===== config.mk =====
export PLATFORM = sky130hd
export DESIGN_NAME = rvc_frame_fmt
export DESIGN_NICKNAME = d
export VERILOG_FILES = /design/src/rtl/rvc_fmt_pkg.sv /design/src/rtl/rvc_fmt_seq.sv /design/src/rtl/rvc_fmt_bch.sv /design/src/rtl/rvc_frame_fmt.sv
export SDC_FILE = /design/constraint.sdc
export NUM_CORES = 1
export LEC_CHECK = 0
export ABC_AREA = 1
export BUFFER_PORTS_ARGS = -buffer_cell sky130_fd_sc_hd__buf_4
export CAP_MARGIN = 20
export CORE_MARGIN = 2
export CORE_UTILIZATION = 45
export DETAILED_ROUTE_END_ITERATION = 10
export PLACE_DENSITY = 0.67
export SKIP_LAST_GASP = 1
export SLEW_MARGIN = 40
export SYNTH_ARGS = -nofsm -noshare
export SYNTH_HDL_FRONTEND = slang
export SYNTH_SLANG_ARGS = --single-unit

===== constraint.sdc =====
create_clock -name clk -period 6.2 [get_ports clk]
set_clock_uncertainty 0.05 [all_clocks]
set_input_delay 1.24 -clock clk [delete_from_list [all_inputs] [get_ports clk]]
set_output_delay 1.24 -clock clk [all_outputs]
set_load 0.01 [all_outputs]

===== src/rtl/rvc_fmt_pkg.sv =====
package rvc_fmt_pkg;
  typedef enum logic [2:0] {
    PH_IDLE  = 3'd0,
    PH_LEAD  = 3'd1,
    PH_SYNC  = 3'd2,
    PH_DATA  = 3'd3,
    PH_TRAIL = 3'd4
  } phase_e;

  function automatic int max3(input int a, input int b, input int c);
    int m;
    m = (a > b) ? a : b;
    return (m > c) ? m : c;
  endfunction
endpackage


===== src/rtl/rvc_fmt_seq.sv =====
module rvc_fmt_seq
  import rvc_fmt_pkg::*;
#(
  parameter int TONE_W = 24,
  parameter int SYNC_W = 30,
  parameter int HALF_N = 96,
  parameter int CNT_W  = 7
) (
  input  logic             clk,
  input  logic             rst_n,
  input  logic             tick,
  input  logic             start,
  output phase_e           phase,
  output logic [CNT_W-1:0] cnt,
  output logic             busy,
  output logic             done,
  output logic             launch
);
  localparam logic [CNT_W-1:0] TONE_LAST = CNT_W'(TONE_W - 1);
  localparam logic [CNT_W-1:0] SYNC_LAST = CNT_W'(SYNC_W - 1);
  localparam logic [CNT_W-1:0] DATA_LAST = CNT_W'(HALF_N - 1);

  phase_e           phase_n;
  logic [CNT_W-1:0] cnt_n;
  logic             done_n;

  always_comb begin
    phase_n = phase;
    cnt_n   = cnt;
    done_n  = 1'b0;
    unique case (phase)
      PH_IDLE: if (start) begin
        phase_n = PH_LEAD;
        cnt_n   = '0;
      end
      PH_LEAD: if (tick) begin
        if (cnt == TONE_LAST) begin phase_n = PH_SYNC; cnt_n = '0; end
        else cnt_n = cnt + 1'b1;
      end
      PH_SYNC: if (tick) begin
        if (cnt == SYNC_LAST) begin phase_n = PH_DATA; cnt_n = '0; end
        else cnt_n = cnt + 1'b1;
      end
      PH_DATA: if (tick) begin
        if (cnt == DATA_LAST) begin phase_n = PH_TRAIL; cnt_n = '0; end
        else cnt_n = cnt + 1'b1;
      end
      PH_TRAIL: if (tick) begin
        if (cnt == TONE_LAST) begin
          phase_n = PH_IDLE;
          cnt_n   = '0;
          done_n  = 1'b1;
        end else cnt_n = cnt + 1'b1;
      end
      default: begin
        phase_n = PH_IDLE;
        cnt_n   = '0;
      end
    endcase
  end

  always_ff @(posedge clk or negedge rst_n) begin
    if (!rst_n) begin
      phase <= PH_IDLE;
      cnt   <= '0;
      done  <= 1'b0;
    end else begin
      phase <= phase_n;
      cnt   <= cnt_n;
      done  <= done_n;
    end
  end

  assign busy   = (phase != PH_IDLE);
  assign launch = (phase == PH_IDLE) && start;
endmodule


===== src/rtl/rvc_fmt_bch.sv =====
module rvc_fmt_bch #(
  parameter int              PAR_W = 12,
  parameter logic [PAR_W-1:0] POLY = 12'h539
) (
  input  logic clk,
  input  logic rst_n,
  input  logic clr,
  input  logic shift,
  input  logic absorb,
  input  logic din,
  output logic msb
);
  logic [PAR_W-1:0] rem_q;
  logic [PAR_W-1:0] rem_n;
  logic             fb;

  always_comb begin
    fb    = rem_q[PAR_W-1] ^ din;
    rem_n = rem_q;
    if (clr)
      rem_n = '0;
    else if (shift) begin
      if (absorb)
        rem_n = {rem_q[PAR_W-2:0], 1'b0} ^ (fb ? POLY : '0);
      else
        rem_n = {rem_q[PAR_W-2:0], 1'b0};
    end
  end

  always_ff @(posedge clk or negedge rst_n) begin
    if (!rst_n) rem_q <= '0;
    else        rem_q <= rem_n;
  end

  assign msb = rem_q[PAR_W-1];
endmodule


===== src/rtl/rvc_frame_fmt.sv =====
module rvc_frame_fmt
  import rvc_fmt_pkg::*;
#(
  parameter int                 TONE_W   = 24,
  parameter int                 SYNC_W   = 30,
  parameter int                 INFO_W   = 36,
  parameter int                 PAR_W    = 12,
  parameter logic [PAR_W-1:0]   POLY     = 12'h539,
  parameter logic [SYNC_W-1:0]  SYNC_PAT = 30'b011001010110101001100110100110
) (
  input  logic              clk,
  input  logic              rst_n,
  input  logic              tick,
  input  logic              start,
  input  logic [INFO_W-1:0] msg_word,
  input  logic [TONE_W-1:0] tone_word,
  output logic              tx_bit,
  output logic              busy,
  output logic              done
);
  localparam int CW_W   = INFO_W + PAR_W;
  localparam int HALF_N = 2 * CW_W;
  localparam int CNT_W  = $clog2(max3(TONE_W, SYNC_W, HALF_N));

  // reset: asserted asynchronously, released on the clock
  logic [1:0] rst_pipe;
  logic       rst_sync_n;
  always_ff @(posedge clk or negedge rst_n) begin
    if (!rst_n) rst_pipe <= 2'b00;
    else        rst_pipe <= {rst_pipe[0], 1'b1};
  end
  assign rst_sync_n = rst_pipe[1];

  phase_e             phase;
  logic [CNT_W-1:0]   cnt;
  logic               launch;
  logic [INFO_W-1:0]  msg_q;
  logic [CNT_W-2:0]   bit_idx;
  logic               half;
  logic               info;
  logic               msg_bit, tone_bit, sync_bit, par_msb, code_bit;

  rvc_fmt_seq #(
    .TONE_W(TONE_W), .SYNC_W(SYNC_W), .HALF_N(HALF_N), .CNT_W(CNT_W)
  ) u_seq (
    .clk(clk), .rst_n(rst_sync_n), .tick(tick), .start(start),
    .phase(phase), .cnt(cnt), .busy(busy), .done(done), .launch(launch)
  );

  always_ff @(posedge clk or negedge rst_sync_n) begin
    if (!rst_sync_n)  msg_q <= '0;
    else if (launch)  msg_q <= msg_word;
  end

  assign bit_idx = cnt[CNT_W-1:1];
  assign half    = cnt[0];
  assign info    = (int'(bit_idx) < INFO_W);

  always_comb begin
    msg_bit = 1'b0;
    for (int i = 0; i < INFO_W; i++)
      if (int'(bit_idx) == i) msg_bit = msg_q[INFO_W-1-i];
  end

  always_comb begin
    tone_bit = 1'b0;
    for (int i = 0; i < TONE_W; i++)
      if (int'(cnt) == i) tone_bit = tone_word[TONE_W-1-i];
  end

  always_comb begin
    sync_bit = 1'b0;
    for (int i = 0; i < SYNC_W; i++)
      if (int'(cnt) == i) sync_bit = SYNC_PAT[SYNC_W-1-i];
  end

  rvc_fmt_bch #(.PAR_W(PAR_W), .POLY(POLY)) u_bch (
    .clk(clk), .rst_n(rst_sync_n),
    .clr(launch),
    .shift((phase == PH_DATA) && tick && half),
    .absorb(info),
    .din(msg_bit),
    .msb(par_msb)
  );

  assign code_bit = info ? msg_bit : par_msb;

  always_comb begin
    unique case (phase)
      PH_LEAD, PH_TRAIL: tx_bit = tone_bit;
      PH_SYNC:           tx_bit = sync_bit;
      PH_DATA:           tx_bit = half ? ~code_bit : code_bit;
      default:           tx_bit = 1'b0;
    endcase
  end
endmodule


==> results.md, run 1 <==
* Outcome: finished clean
* Max-slew headroom at 45.96%
* Top-area cell type share of the netlist area at 41.75%
* First-pass GRT wire length at 15590 um
* DP Wirelength at 6970 um
* Crit. End Element: primary output
* Req. time, crit path at 4.91 ns
* Die Wd at 94.14 um
* Total Power at 1.929 mW
* Post-DR wirelength/cell at 14.21 um
* Cell Area, Synth at 3656 um^2
* Slew Viols, Final at 0
* Largest net degree at the start of global routing at 50
* Post-synthesis sequential area ratio at 41.75%
* Least-Margin Pin Slew at 0.8076 ns
* Vias in the first global route at 3330
* Total core area at 7807 um^2
* Remaining Overflow, GRT at 0
* Worst Path Max Fanout at 6
* Clock tree sinks at 61
* Pwr Density at 431.5 nW/um^2
* Post-synth top area cell: dfrtp_1
* DR vias at 3435
* Hold-fix buffer count after cts at 0
* Crit path kind: flop to primary output
* Root buffer cell: clkbuf_8
* CTS clk-pin slew, worst paths at 0.07 ns
* Post-CTS Setup Inserts at 0
* Final hold slack at 0.08531 ns
* CP arrival at 3.68 ns
* Post-place setup slack at 1.492 ns
* Post-synthesis register bit count at 61
* Crit path top cell by count: nand2_1
* Number of CTS-inserted buffers at 9
* Final min period at 4.968 ns
* Total negative slack at 0 ns
* Synth async-reset ratio at 100.0%
* Clock tree buffer depth at 2
* Initial antenna violation count at 0
* CTS resizes at 0
* Fmax at 201.3 MHz
* Final Hold Fails at 0
* Die Y at 94.14 um
* Syn_nets at 542
* Period utilisation layout at 80.13%
* Area contributors post-synth: dfrtp_1 42%, mux2_2 9.2%, nand2_1 8.7%
* Number of library cell types mapped by synthesis at 36
* Hold WC Path Type: flop to asynchronous set/reset pin
* Layout cells sized above 1 at 23.64%
* VDD IR max at 0.2123 mV
* Post-Route WL at 9262 um
* Ant. Diodes at 0
* Final #Nets at 613
* DR pass1 iterations at 5
* Number of enable flip-flop cells after synthesis at 0
* Ys flop type: dfrtp_1
* Worst path max stage delay at 0.44 ns
* Clock tree from TritonCTS: built
* Initial DRC Count at 137
* Synth Area per Inst at 7.713 um^2
* H-tree Lvls at 3
* Total global routing track utilization at 22.26%
* Area Overhead vs Synth at 22.28%
* DR vias/cell at 5.268
* Max Cap Viol at 0
* Area of the die at 8861 um^2
* Final WS setup at 1.232 ns
* Input/output buffers at 66
* Yosys Warn Count at 0
* Placer Congestion at 0.9691
* Core Util, Final at 57.26%
* ANT nets after route at 0
* RSZ-0062 raised after global routing: false
* Endpoints failing setup at 0
* Residual DRC at 0
* # rows at 32
* Starting Density at 46.83%
* Element type at the critical path start: flop
* Crit-path slowest cell: dfrtp_1
* Syn Inst Count at 474
* Leak at 2.116 nW
* Clk Latency, worst-skew pair at 0.33 ns
* I/O pin cnt at 67
## layout make-up
type / count / area, um^2
fillers: 758 / 3337
multi-input cells: 331 / 1828
flip-flops and latches: 61 / 1528
repair buffers: 67 / 503.0
inverters: 75 / 281.5
clock buffers: 12 / 155.1
well taps: 102 / 127.6
clock inverters: 4 / 47.55
## worst max-delay path, delay by kind of cell (launching register included)
family,cells,cell delay (ns)
AND/OR/NAND/NOR,22,1.46
buffers and inverters,4,0.56
AO/OA/AOI/OAI,5,0.54
flip-flops,1,0.44
adder cells (fa/ha/maj),1,0.34
## per-layer routing
layer / up-vias / GRT usage, % / share of wire, %
li1: 1709 / - / -
met1: 1620 / 31.57 / 48
met2: 95 / 35.06 / 47
met3: 11 / 3.371 / 4.5
met4: 0 / 7.005 / 1.1
met5: - / 0 / 0
## Yosys cell counts, types with 3 or more instances
cell type and count:
nand2_2 3, o21ai_0 21, o211ai_1 3, mux2_2 30, ha_1 4, a21oi_1 20
dfrtp_1 61, or2_2 3, clkbuf_1 4, inv_1 72, nand4_1 24, o22ai_1 9
nor2_1 71, nand2_1 85, nand3_1 32, nor3_1 5
## final timing paths
path | from | to | slack (ns) | cells past startpoint
max | u_seq.cnt[0]$_DFFE_PN0P_ | tx_bit | 1.23 | 32
min | rst_pipe[1]$_DFF_PN0_ | msg_q[31]$_DFFE_PN0P_ | 0.09 | 0
max reg2reg | u_seq.cnt[5]$_DFFE_PN0P_ | u_bch.rem_q[3]$_DFFE_PN0P_ | 2.83 | 21
min reg2reg | rst_pipe[1]$_DFF_PN0_ | msg_q[31]$_DFFE_PN0P_ | 0.09 | 0
max in group asynchronous | rst_pipe[1]$_DFF_PN0_ | msg_q[26]$_DFFE_PN0P_ | 5.11 | 1
min in group clk | rst_pipe[0]$_DFF_PN0_ | rst_pipe[1]$_DFF_PN0_ | 0.31 | 0
## registers in the layout, indices dropped and copies added, names as in the netlist
signal       cells
msg_q           36
rst_pipe         2
u_bch.rem_q     12
u_seq.cnt        7
u_seq.done       1
u_seq.phase      3
## report_power, final
group	internal (mW)	total, mW	leakage [nW]	switching (mW)
Sequential	0.551	0.659	0.754	0.108
Clock	0.206	0.361	0.102	0.155
Combinational	0.367	0.909	1.26	0.542
## cells by family after synthesis
logic type / after synthesis / synth area share, %
DFF: 61 / 41.75
buffers and inverters: 82 / 8.590
xor gates and xnor gates: 2 / 0.4792
muxes: 30 / 9.240
and+or+nand+nor: 234 / 29.09
AOI/OAI and AO/OA: 60 / 9.377
other: 1 / 0.1026
adders and majority gates: 4 / 1.369
## cells in the final DEF (no fill, tap or decap), types with 2 or more instances in the layout
master and instances:
o22ai_1 9, nor3b_1 2, nand4_2 2, a21oi_1 20, clkinv_1 2, clkinv_2 2, buf_4 67, dfrtp_1 60
nand3_4 2, nand2_2 3, ha_1 4, o31ai_1 2, nor3_1 5, nand2_1 85, o211ai_1 3, nand4_1 24
nor2_1 71, mux2_2 30, inv_1 72, xor2_1 2, or2_2 3, nor2_2 2, clkbuf_8 11, nand3_1 31
o21ai_0 21
## through the flow
step | instance area (um^2) | instances
finish | 4471 | 652
global route | 4471 | 652
floorplan | 3656 | 474
detailed placement | 4268 | 636
global placement | 4260 | 636
CTS | 4471 | 652
No activity file was read; power rests on OpenSTA's default activity.
==> inputs of run 2 (changes only) <==
clock period = 4.9 ns   (was 6.2 ns; I/O delays follow)
==> run 2 against run 1 <==
Combinational power is 30% higher. Final cell count increased by 0.61%. Power grew 28%. Largest power group unchanged.
==> results.md, run 2 (synthesized netlist as in run 1, its figures left out) <==
* CP Depth at 18
* Layout cells sized above 1 at 26.53%
* CP bufs+invs at 3
* Least-Margin Pin Slew at 0.6670 ns
* Final #Nets at 617
* Crit-path slowest cell: nor2_1
* Placer Congestion at 0.9106
* Post-place setup slack at 0.5400 ns
* Final Hold Fails at 0
* Most common cell after layout, fill and taps aside: nand2_1
* RSZ-0062 raised after global routing: false
* DR vias/cell at 5.282
* Number of CTS-inserted buffers at 9
* Area of the die at 8861 um^2
* Die Y at 94.14 um
* CP arrival at 3.54 ns
* Largest Register: msg_q
* Crit. Startpoint: u_seq.cnt[5]$_DFFE_PN0P_
* Period utilisation layout at 93.24%
* Fmax at 218.9 MHz
* Reg2reg end: u_bch.rem_q[3]$_DFFE_PN0P_
* Clock share of power at 17.9%
* DP Wirelength at 6844 um
* Ant. Diodes at 0
* Element type at the critical path start: flop
* VDD IR max at 0.2783 mV
* Endpoints failing setup at 0
* Area Overhead vs Synth at 24.13%
* Pwr Density at 542.5 nW/um^2
* Remaining Overflow, GRT at 0
* Clock tree sinks at 61
* Total core area at 7807 um^2
* Req. time, crit path at 3.87 ns
* Worst r2r src: u_seq.cnt[5]$_DFFE_PN0P_
* Crit path top cell by count: nor2_1
* P_int at 1.436 mW
* CTS clk-pin slew, worst paths at 0.07 ns
* First-pass GRT wire length at 15370 um
* ANT nets after route at 0
* Max Cap Viol at 0
* DR pass1 iterations at 4
* Vias in the first global route at 3302
* M1 GR Usage at 30.66%
* GR Util met3 at 3.692%
* Post-DR wirelength/cell at 13.77 um
* Worst path top cell family by delay: simple AND/OR/NAND/NOR gates
* Biggest regs: msg_q: 36 flops, u_bch.rem_q: 12 flops, u_seq.cnt: 7 flops
* Max-slew headroom at 55.37%
* Largest net degree at the start of global routing at 60
* Post-Route WL at 9030 um
* Initial antenna violation count at 0
* I/O pin cnt at 67
* Most frequent cells in the layout: 84 x nand2_1, 70 x buf_4, 69 x inv_1
* Crit path kind: flop to primary output
* Clk Latency, worst-skew pair at 0.35 ns
* Final hold slack at 0.2810 ns
* Initial DRC Count at 189
* DR vias at 3465
* Final WS setup at 0.3310 ns
* Input/output buffers at 66
* Gate power share at 48.1%
* Sw frac at 41.68%
* Final min period at 4.569 ns
* Crit-path cells: inv_1, nor2_1, clkinv_1, nor2_1, nand2_1, nand2_1, nand4_2, nor2_2, nand4_1, nor2_1, nand4_1, nor2_1, nand4_1, nand2_1, nand4_2, o211ai_1, nand3_1, buf_4
* Clock tree buffer depth at 2
* Slew Viols, Final at 0
* Root buffer cell: clkbuf_8
* Leak at 2.128 nW
* Residual DRC at 0
* GR Util met2 at 35.06%
* Crit. End Element: primary output
* Total negative slack at 0 ns
* Total global routing track utilization at 22.12%
* Psw at 1.026 mW
* GR peak layer: met2
* # rows at 32
* Reg2reg path depth at 21
* Worst path max stage delay at 0.52 ns
* Number of flip-flops in the largest register at 36
* Starting Density at 46.83%
* Outcome: finished clean
* Seq pwr share at 34.0%
* Clock tree from TritonCTS: built
* Worst Path Max Fanout at 11
* R2r setup slk at 1.57 ns
* Die Wd at 94.14 um
* H-tree Lvls at 3
* Hold WC Path Type: flop to asynchronous set/reset pin
## run 2: cell count changes in the layout (fill, tap and decap cells not counted), moves of 2 or more
cell,change
dfrtp_1,-4
nor2_1,-3
buf_4,+3
nor2_2,+2
inv_4,+2
dfrtp_2,+4
inv_1,-3
ha_1,-2
## run 2: how the worst max path moves through the flow
stage,endpoint
floorplan,tx_bit
global placement,tx_bit
detailed placement,tx_bit
CTS,tx_bit
global route,tx_bit
finish,tx_bit
## run 2: per-stage QoR
step,std cells,utilization [%],cell area [um^2],total power [mW]
floorplan,474,-,3656,1.661
global placement,637,54.66,4268,1.959
detailed placement,637,54.76,4275,1.983
CTS,653,57.23,4468,2.432
global route,656,58.13,4538,2.688
finish,656,58.13,4538,2.462
## run 2: per-layer routing
layer  vias to the layer above  part of all wire, %
li1                       1720                    -
met1                      1637                   47
met2                        96                   46
met3                        12                  5.2
met4                         0                  1.5
met5                         -                    0
## run 2: power by group through the flow
stage	registers, mW	clock network, mW	logic, mW
detailed placement	0.838	0	1.14
global route	0.862	0.473	1.35
floorplan	0.785	0	0.876
CTS	0.830	0.451	1.15
finish	0.836	0.441	1.18
global placement	0.835	0	1.12
## run 2: cell type report
class	count	area (um^2)
inverter	75	286.5
sequential	61	1533
clock buffer	12	145.1
multi-input combinational	331	1862
tap	102	127.6
fill	770	3269
clock inverter	4	47.55
timing repair buffer	71	536.8
## run 2: repair_timing
action                                  CTS  global route
hold buffers                              0             0
endpoints found under the setup margin    0             1
buffers inserted                          0             3
resized for setup                         0            18
## run 2: worst reg2reg max path, stage by stage, from the launching register on
cell,delay (ns)
dfrtp_1,0.44
inv_1,0.10
nor2_1,0.52
clkinv_1,0.41
nor2_1,0.24
nand2_1,0.07
nand2_1,0.09
nand4_2,0.08
nor2_2,0.11
nand3_1,0.08
nor2_1,0.09
nand3_1,0.08
nand2_1,0.07
nand4_1,0.07
nand2_1,0.08
nand4_1,0.10
nor2_2,0.11
nand3_1,0.09
nand2_2,0.12
nand3_1,0.08
nand3_1,0.09
nand2_1,0.05
==> inputs of run 3 (changes only) <==
ABC_AREA = default   (was 1)
==> run 3 against run 2 <==
Sequential cell count stayed put. Utilization down 2.5 points. First-iteration DRC count grew 25%. Wire length is 6.5% lower. Critical path depth fell by 6. Largest cell class unchanged. Via count decreased by 15%. Area after synthesis fell by 4.0%. Power shrank 8.2%. Maximum frequency up 9.9%. Sequential power rose by 6.3%.
==> results.md, run 3 <==
* H-tree Lvls at 3
* Layout fillers at 688
* Syn_nets at 416
* Biggest regs: msg_q: 36 flops, u_bch.rem_q: 12 flops, u_seq.cnt: 7 flops
* Top-area cell type share of the netlist area at 43.49%
* CTS resizes at 0
* Final #Nets at 472
* Most common cell after layout, fill and taps aside: buf_4
* DR vias at 2952
* Ant. Diodes at 0
* Hold WC Path Type: flop to flop
* Post-synth top area cell: dfrtp_1
* Ys flop type: dfrtp_1
* GR peak layer: met2
* Root buffer cell: clkbuf_8
* Seq pwr share at 39.3%
* Fmax at 240.6 MHz
* Worst path max stage delay at 0.52 ns
* Total core area at 7647 um^2
* Placer Congestion at 0.9149
* Leak at 1.758 nW
* I/O pin cnt at 67
* Number of CTS-inserted buffers at 9
* Slew Viols, Final at 0
* Clk Latency, worst-skew pair at 0.34 ns
* Clock tree sinks at 61
* Req. time, crit path at 3.87 ns
* Crit-path slowest cell: dfrtp_1
* Count leader, synth: dfrtp_1
* Largest net degree at the start of global routing at 60
* GR Util met2 at 31.87%
* Sw frac at 36.75%
* Crit. End Element: primary output
* Cell Area, Synth at 3510 um^2
* Pwr Density at 531.4 nW/um^2
* Largest Register: msg_q
* Clock tree buffer depth at 2
* RSZ-0062 raised after global routing: false
* Psw at 0.8309 mW
* Least-Margin Pin Slew at 0.7307 ns
* M1 GR Usage at 30.32%
* Area Overhead vs Synth at 21.21%
* Number of enable flip-flop cells after synthesis at 0
* Synth Area per Inst at 10.09 um^2
* Clock share of power at 19.4%
* Starting Density at 45.89%
* Gate power share at 41.2%
* Final min period at 4.157 ns
* Final Hold Fails at 0
* DR vias/cell at 5.777
* Remaining Overflow, GRT at 0
* Layout cells sized above 1 at 33.25%
* Endpoints failing setup at 0
* Max-slew headroom at 51.29%
* P_int at 1.430 mW
* Yosys Warn Count at 0
* Synth async-reset ratio at 100.0%
* Total negative slack at 0 ns
* Residual DRC at 0
* Final hold slack at 0.3085 ns
* Top post-synthesis cells by count: 61 x dfrtp_1, 41 x mux2_2, 27 x nand2_1
* Total global routing track utilization at 21.16%
* CTS clk-pin slew, worst paths at 0.07 ns
* Number of library cell types mapped by synthesis at 56
* Initial antenna violation count at 0
* Element type at the critical path start: flop
* First-pass GRT wire length at 14330 um
* Syn Inst Count at 348
* Die Y at 92.31 um
* Worst path top cell family by delay: buffers and inverters
* Area of the die at 8521 um^2
* Post-synthesis register bit count at 61
* Post-DR wirelength/cell at 16.52 um
* Post-synthesis sequential area ratio at 43.49%
* Die Wd at 92.31 um
* Outcome: finished clean
* Crit-path cells: buf_4, ha_1, buf_4, inv_1, nor4_1, o21ai_0, a21oi_1, o21ai_0, and4b_1, o21ai_0, o211ai_1, buf_4
* Number of flip-flops in the largest register at 36
* VDD IR max at 0.2147 mV
* R2r setup slk at 1.71 ns
* Period utilisation layout at 84.83%
* Initial DRC Count at 237
* DP Wirelength at 5898 um
* GR Util met3 at 4.638%
* Post-Route WL at 8440 um
* Area contributors post-synth: dfrtp_1 43%, mux2_2 13%, o21ai_0 3.3%
* CP bufs+invs at 4
* CP arrival at 3.13 ns
* DR pass1 iterations at 5
* Vias in the first global route at 2933
* Post-CTS Setup Inserts at 0
* ANT nets after route at 0
* Worst Path Max Fanout at 19
* Most frequent cells in the layout: 70 x buf_4, 59 x dfrtp_1, 41 x mux2_2
* Crit path kind: flop to primary output
* # rows at 32
* Max Cap Viol at 0
* Input/output buffers at 66
* Clock tree from TritonCTS: built
* Hold-fix buffer count after cts at 0
[run 3: per-stage QoR]
stage | cell area, um^2 | std cells | power, mW | setup WS (ns) | util [%]
after detailed placement | 4063 | 495 | 1.825 | 1.180 | 53.13
final | 4254 | 511 | 2.261 | 0.7435 | 55.63
after CTS | 4254 | 511 | 2.271 | 0.7985 | 55.63
after global routing | 4254 | 511 | 2.433 | 0.3791 | 55.63
after floorplan | 3510 | 348 | 1.584 | 1.519 | -
after global placement | 4061 | 495 | 1.802 | 1.209 | 53.11
[run 3: power groups by stage]
| stage | logic (mW) | registers (mW) | clock network (mW) |
|---|---|---|---|
| detailed placement | 0.927 | 0.898 | 0 |
| finish | 0.933 | 0.889 | 0.439 |
| global placement | 0.909 | 0.893 | 0 |
| floorplan | 0.784 | 0.800 | 0 |
| global route | 1.04 | 0.923 | 0.474 |
| CTS | 0.933 | 0.889 | 0.448 |
[run 3: area by class of cell]
| class | count | area (um^2) | area share [%] |
|---|---|---|---|
| Clock buffer | 10 | 127.6 | 3.000 |
| Clock inverter | 6 | 63.81 | 1.500 |
| Inverter | 11 | 41.29 | 0.9706 |
| Multi-Input combinational cell | 251 | 1839 | 43.24 |
| Sequential cell | 61 | 1529 | 35.94 |
| Tap cell | 102 | 127.6 | 3.000 |
| Timing Repair Buffer | 70 | 525.5 | 12.35 |
[run 3: logic make-up after synthesis]
group	Yosys count	synth area share, %
compound gates	95	18.33
fa+ha+maj	4	1.426
buf+inv	36	4.100
mux	48	16.22
other cells	1	0.1068
xor+xnor	7	1.747
simple gates	96	14.58
flops	61	43.49
[run 3: per-layer routing]
metal  share of wire, %  routed length, um
met3                6.6                554
met5                  0                  0
met4                1.2                 98
met2                 46               3852
met1                 47               3934
[run 3: path summary, 6_finish.rpt]
path | from | cells after the start | endpoint
max | u_seq.cnt[1]$_DFFE_PN0P_ | 12 | tx_bit
min | rst_pipe[0]$_DFF_PN0_ | 0 | rst_pipe[1]$_DFF_PN0_
max reg2reg | u_seq.cnt[3]$_DFFE_PN0P_ | 8 | u_bch.rem_q[10]$_DFFE_PN0P_
min reg2reg | rst_pipe[0]$_DFF_PN0_ | 0 | rst_pipe[1]$_DFF_PN0_
max in group asynchronous | rst_pipe[1]$_DFF_PN0_ | 1 | u_seq.cnt[2]$_DFFE_PN0P_
min in group asynchronous | rst_n | 1 | rst_pipe[1]$_DFF_PN0_
